--- src/rtl/cf_boot_streamer.sv ---
module cf_boot_streamer #(
  parameter int ADDR_W = 16,
  parameter int DATA_W = 16,
  parameter int OVL_SIZE = 256,
  parameter int TIMEOUT = 100000,
  parameter int STRAP_HOLD = 16,
  parameter int PORT_W = 8,
  parameter logic [PORT_W-1:0] CTRL_PORT = 8'hF0,
  parameter logic [7:0] STRAP_CODE = 8'h40
) (
  input  logic              clk,
  input  logic              rst_n,
  input  logic              reset_req,
  input  logic              boot_sel,
  input  logic [ADDR_W-1:0] cpu_addr,
  input  logic              cpu_mreq,
  input  logic              cpu_iorq,
  input  logic              cpu_wr,
  input  logic [DATA_W-1:0] cpu_wdata,
  output logic              cpu_reset_n,
  output logic              arm_error,
  output logic              ram_sel,
  output logic              card_sel,
  output logic              strap_en,
  output logic [7:0]        strap_data,
  output logic              cf_stb,
  output logic              cf_we,
  output logic [2:0]        cf_reg,
  output logic [DATA_W-1:0] cf_wdata,
  input  logic [DATA_W-1:0] cf_rdata
);
  localparam int CNT_MAX = (TIMEOUT > STRAP_HOLD) ? TIMEOUT : STRAP_HOLD;
  localparam int CNT_W = $clog2(CNT_MAX + 1);
  localparam int OVL_W = $clog2(OVL_SIZE);
  localparam logic [2:0] REG_STATUS = 3'd7;
  localparam logic [2:0] REG_DATA = 3'd0;
  localparam logic [2:0] LAST_STEP = 3'd5;

  typedef enum logic [2:0] {
    ST_START, ST_WAIT_IDLE, ST_ARM, ST_WAIT_DATA, ST_STRAP, ST_RUN, ST_FAULT
  } state_t;

  state_t           state;
  logic [CNT_W-1:0] cnt;
  logic [2:0]       step;
  logic             mode_card;
  logic             overlay;
  logic             strap_q;

  function automatic logic [7:0] arm_byte(input logic [2:0] s);
    case (s)
      3'd0:    arm_byte = 8'h01;
      3'd4:    arm_byte = 8'hE0;
      3'd5:    arm_byte = 8'h20;
      default: arm_byte = 8'h00;
    endcase
  endfunction

  wire st_bsy   = cf_rdata[7];
  wire st_drq   = cf_rdata[3];
  wire polling  = (state == ST_WAIT_IDLE) || (state == ST_WAIT_DATA);
  wire arming   = (state == ST_ARM);
  wire poll_ok  = (state == ST_WAIT_IDLE) ? !st_bsy : (!st_bsy && st_drq);
  wire expired  = (cnt == CNT_W'(TIMEOUT - 1));
  wire hold_end = (cnt == CNT_W'(STRAP_HOLD - 1));
  wire running  = (state == ST_RUN);
  wire low_hit  = (cpu_addr[ADDR_W-1:OVL_W] == '0);
  wire ctrl_hit = cpu_iorq && cpu_wr && (cpu_addr[PORT_W-1:0] == CTRL_PORT);

  logic unused_status;
  assign unused_status = ^{cf_rdata[DATA_W-1:8], cf_rdata[6:4], cf_rdata[2:0]};

  always_ff @(posedge clk or negedge rst_n) begin
    if (!rst_n) begin
      state     <= ST_START;
      cnt       <= '0;
      step      <= '0;
      mode_card <= 1'b0;
      overlay   <= 1'b0;
      strap_q   <= 1'b0;
    end else begin
      strap_q <= (state == ST_STRAP);
      if (reset_req) begin
        state   <= ST_START;
        cnt     <= '0;
        step    <= '0;
        overlay <= 1'b0;
      end else begin
        case (state)
          ST_START: begin
            mode_card <= boot_sel;
            overlay   <= boot_sel;
            cnt       <= '0;
            step      <= '0;
            state     <= boot_sel ? ST_WAIT_IDLE : ST_STRAP;
          end
          ST_WAIT_IDLE, ST_WAIT_DATA: begin
            if (poll_ok) begin
              cnt   <= '0;
              state <= (state == ST_WAIT_IDLE) ? ST_ARM : ST_RUN;
            end else if (expired) begin
              state <= ST_FAULT;
            end else begin
              cnt <= cnt + 1'b1;
            end
          end
          ST_ARM: begin
            if (step == LAST_STEP) begin
              step  <= '0;
              state <= ST_WAIT_DATA;
            end else begin
              step <= step + 1'b1;
            end
          end
          ST_STRAP: begin
            if (hold_end) begin
              cnt   <= '0;
              state <= ST_RUN;
            end else begin
              cnt <= cnt + 1'b1;
            end
          end
          ST_RUN: if (ctrl_hit) overlay <= 1'b0;
          default: state <= ST_FAULT;
        endcase
      end
    end
  end

  assign cpu_reset_n = running;
  assign arm_error   = (state == ST_FAULT);
  assign card_sel    = running && cpu_mreq && overlay && low_hit;
  assign ram_sel     = running && cpu_mreq && !card_sel;
  assign strap_en    = !mode_card && ((state == ST_STRAP) || strap_q);
  assign strap_data  = strap_en ? STRAP_CODE : 8'h00;

  assign cf_stb   = polling || arming || card_sel;
  assign cf_we    = arming || (card_sel && cpu_wr);
  assign cf_reg   = polling ? REG_STATUS : (arming ? step + 3'd2 : REG_DATA);
  assign cf_wdata = arming ? {{(DATA_W-8){1'b0}}, arm_byte(step)} : cpu_wdata;

  assert_restart_holds_R1: assert property (@(posedge clk) disable iff (!rst_n)
    reset_req |=> !cpu_reset_n);

  assert_first_write_after_idle_R3: assert property (@(posedge clk) disable iff (!rst_n)
    (cf_stb && cf_we && !cpu_reset_n && cf_reg == 3'd2)
      |-> $past(cf_stb && !cf_we && cf_reg == REG_STATUS && !cf_rdata[7]));

  assert_release_after_drq_R5: assert property (@(posedge clk) disable iff (!rst_n)
    ($rose(cpu_reset_n) && mode_card)
      |-> $past(cf_stb && !cf_we && cf_reg == REG_STATUS && cf_rdata[3] && !cf_rdata[7]));

  assert_error_latched_R6: assert property (@(posedge clk) disable iff (!rst_n)
    (arm_error && !reset_req) |=> (arm_error && !cpu_reset_n));

  assert_overlay_cleared_R8: assert property (@(posedge clk) disable iff (!rst_n)
    (cpu_reset_n && ctrl_hit && !reset_req) |=> !card_sel);

  assert_strap_at_release_R9: assert property (@(posedge clk) disable iff (!rst_n)
    ($rose(cpu_reset_n) && !mode_card) |-> (strap_en && strap_data == STRAP_CODE && !cf_stb));
endmodule

--- config.mk ---
export PLATFORM = sky130hd
export DESIGN_NAME = cf_boot_streamer
export DESIGN_NICKNAME = d
export VERILOG_FILES = /design/src/rtl/cf_boot_streamer.sv
export SDC_FILE = /design/constraint.sdc
export NUM_CORES = 1
export LEC_CHECK = 0
export ABC_CLOCK_PERIOD_IN_PS = 3000
export CELL_PAD_IN_SITES_DETAIL_PLACEMENT = 0
export CELL_PAD_IN_SITES_GLOBAL_PLACEMENT = 1
export CORE_ASPECT_RATIO = 0.9
export CORE_UTILIZATION = 30
export CTS_CLUSTER_DIAMETER = 150
export DETAILED_ROUTE_END_ITERATION = 16
export GPL_ROUTABILITY_DRIVEN = 0
export PLACE_DENSITY_LB_ADDON = 0.1
export SLEW_MARGIN = 5
export SYNTH_ARGS = -nofsm -noshare
export SYNTH_HDL_FRONTEND = slang
export SYNTH_SLANG_ARGS = --single-unit
export TNS_END_PERCENT = 30
--- constraint.sdc ---
create_clock -name clk -period 3 [get_ports clk]
set_clock_uncertainty 0.05 [all_clocks]
set_input_delay 0.3 -clock clk [delete_from_list [all_inputs] [get_ports clk]]
set_output_delay 0.3 -clock clk [all_outputs]
set_load 0.1 [all_outputs]
==> flow_metrics.py <==
metrics = {
    "status": {
        "status": "complete, no violations",
    },
    "routing": {
        "avgRoutedWirePerCell_um": 14.4,
        "drc": 0,
        "num_vias": 2008,
        "dr.pass1.iters": 4,
        "viasPerCell": 5.10,
        "wirelength_mm": 5.67,
        "ant_nets": 0,
        "drt_iter0_drc": 141,
    },
    "worst_setup_path": {
        "crit_chain": "nor2b_1, and2_1, nand2_1, nor4_4, o21bai_1, buf_12",
        "max_stage_delay_ps": 710,
        "cp_num_buf_inv": 1,
        "cp_max_fo": 18,
        "end_kind": "output pin",
        "criticalPathCategory": "reg -> out",
        "slowest_stage": "dfrtp_1",
        "cp.arrival_ps": 2360,
        "path_delay_family": "simple AND/OR/NAND/NOR gates",
        "crit_required_ps": 2650,
        "critPathLaunchType": "flip-flop",
    },
    "die": {
        "die_h_um": 79.6,
        "die_area_mm2": 0.00703,
        "start_util_pct": 32.0,
        "rows": 27,
        "core-area_mm2": 0.00628,
        "die_w_um": 88.3,
        "io_pins": 89,
    },
    "yosys": {
        "syn-instance-count": 247,
        "synthFlopType": "dfrtp_1",
        "syn-mean-instance-area_um2": 8.14,
        "synth_area_mm2": 0.00201,
        "ys_seq_area_share_pct": 32.4,
        "synth_edf_count": 0,
        "async_flop_share_pct": 100,
        "synth_top_cells_by_area": "dfrtp_1 (32%), nand2_1 (4.3%), nor2_1 (4.3%), and2_1 (4.0%), buf_4 (3.4%)",
        "synth_seq_cells": 26,
        "yosysTopAreaCell": "dfrtp_1",
        "ys_types": 61,
        "netlist.area_leader.share_pct": 32.4,
        "yosysWarningCount": 0,
    },
    "min_path": {
        "hold_class": "in -> async",
    },
    "timing": {
        "worst_pin_slew_ps": 606,
        "drv_slew": 0,
        "relSlewSlack_pct": 59.6,
        "fin_crit_ps": 2710,
        "max_freq_mhz": 369,
        "finalSetupViolations": 0,
        "rsz0062_at_grt": "no",
        "fin_crit_sh_pct": 90.4,
        "worst_slack_ps": 288,
        "final_hold_viol_count": 0,
    },
    "global_route": {
        "antenna_found_initial": 0,
        "track_usage_pct": 17.2,
        "grt_max_degree": 27,
        "grt_pass1_wl_mm": 9.43,
        "grt_overflow": 0,
        "grt_pass1_vias": 1874,
    },
    "finish": {
        "design_area_mm2": 0.00296,
        "synthToLayoutAreaGrowth_pct": 47.4,
        "layout-drive-gt1-share_pct": 16.9,
        "final_cell_mix": "clkdlybuf4s50_1 (40), dfrtp_1 (26), nor2_1 (23), nand2_1 (23), buf_12 (19)",
        "finalNetCount": 364,
        "final_common_cell": "clkdlybuf4s50_1",
        "n_antenna_cell": 0,
    },
    "clock_tree": {
        "cts_setup_buffers": 0,
        "cts-resized-gates": 0,
        "numCtsBuffers": 3,
        "clockBufferDepth": 2,
        "numClockSinks": 26,
        "ctsHoldBuffers": 0,
        "root_buffer": "clkbuf_8",
        "cts_tree": "done",
        "cts.clk_slew.worst_paths_ps": 100,
        "htreeDepth": 1,
        "insertion_delay_ps": 270,
    },
    "placed_design": {
        "io_buffers": 67,
        "placed_area_mm2": 0.00291,
        "dpl.hpwl_mm": 4.41,
        "place_worst_setup_slack_ps": 522,
    },
    "power": {
        "vdd_drop_max_uv": 419,
        "pwr_density_cell_mw_per_mm2": 804,
        "p_leak_nw": 1.24,
    },
    "flow_run": {
        "maxCapViolations": 0,
    },
}
==> kinds of logic (layout without fill, tap and decap cells) <==
group,after synthesis,count (layout),synth area share (%)
mux,2,2,1.06
xor+xnor,2,2,0.872
other cells,1,7,0.187
fa+ha+maj,1,1,0.623
compound gates,68,68,24.2
simple gates,113,113,31.4
flops,26,26,32.4
buf+inv,34,88,9.34
==> cell type report <==
| class | instances | area, µm² |
|---|---|---|
| fill | 642 | 3320 |
| timing repair buffer | 74 | 893 |
| clock buffer | 4 | 55.1 |
| inverter | 10 | 37.5 |
| sequential | 26 | 651 |
| tap | 87 | 109 |
| multi-input combinational | 193 | 1220 |
==> layer usage <==
metal,vias up,routed length (µm),global-route usage (%)
li1,1008,-,-
met1,947,2670,23.7
met2,47,2700,28.7
met3,6,249,2.69
met4,0,47,2.74
met5,-,0,0
==> state kept, by name, indices dropped and copies added, names as in the netlist <==
name / cells
cnt: 17
overlay: 1
state: 3
strap_q: 1
step: 3
mode_card: 1
==> power by group <==
group / switching (mW) / total [mW] / internal [mW]
clock network: 0.115 / 0.233 / 0.118
logic: 1.13 / 1.65 / 0.522
registers: 0.103 / 0.497 / 0.394
==> Yosys cell counts, types with 2 or more instances <==
cell / number
a221o_1: 3
buf_4: 9
a31o_2: 3
a22o_1: 4
clkbuf_1: 9
nor3_2: 2
and3_1: 4
nand4_1: 5
nand2_1: 23
a21o_1: 4
and2_1: 13
o31ai_1: 2
nand3_1: 8
o211ai_1: 2
a21oi_1: 13
o22ai_1: 3
buf_6: 3
a32oi_1: 3
nor4_1: 3
inv_1: 10
a31oi_1: 3
nor4b_1: 3
o41ai_2: 2
nand2b_1: 5
o21a_1: 2
nor3_1: 10
dfrtp_1: 26
o21ai_0: 12
or4_1: 2
nor2_1: 23
buf_2: 3
==> through the flow <==
stage / cells / total power [mW] / util (%) / TNS (ps) / hold WS, ps
after floorplan: 253 / 1.70 / - / -3020 / -45.6
after global placement: 390 / 2.16 / 46.3 / 0 / 443
after detailed placement: 390 / 2.16 / 46.3 / 0 / 467
after CTS: 394 / 2.40 / 47.1 / 0 / 355
after global routing: 394 / 2.49 / 47.1 / 0 / 374
final: 394 / 2.38 / 47.1 / 0 / 335
==> final timing paths <==
| kind | start | endpoint | slack, ps | depth (start not counted) |
|---|---|---|---|---|
| max reg2reg | cnt[8]$_DFFE_PN0P_ | cnt[9]$_DFFE_PN0P_ | 510 | 5 |
| min | rst_n | overlay$_DFFE_PN0P_ | 340 | 2 |
| max in group asynchronous | rst_n | state[1]$_DFFE_PN0P_ | 2290 | 2 |
| min in group clk | mode_card$_DFFE_PN0P_ | mode_card$_DFFE_PN0P_ | 470 | 1 |
| min reg2reg | mode_card$_DFFE_PN0P_ | mode_card$_DFFE_PN0P_ | 470 | 1 |
| max | state[2]$_DFFE_PN0P_ | cf_stb | 290 | 6 |
Power figures use the tool's default switching activity.
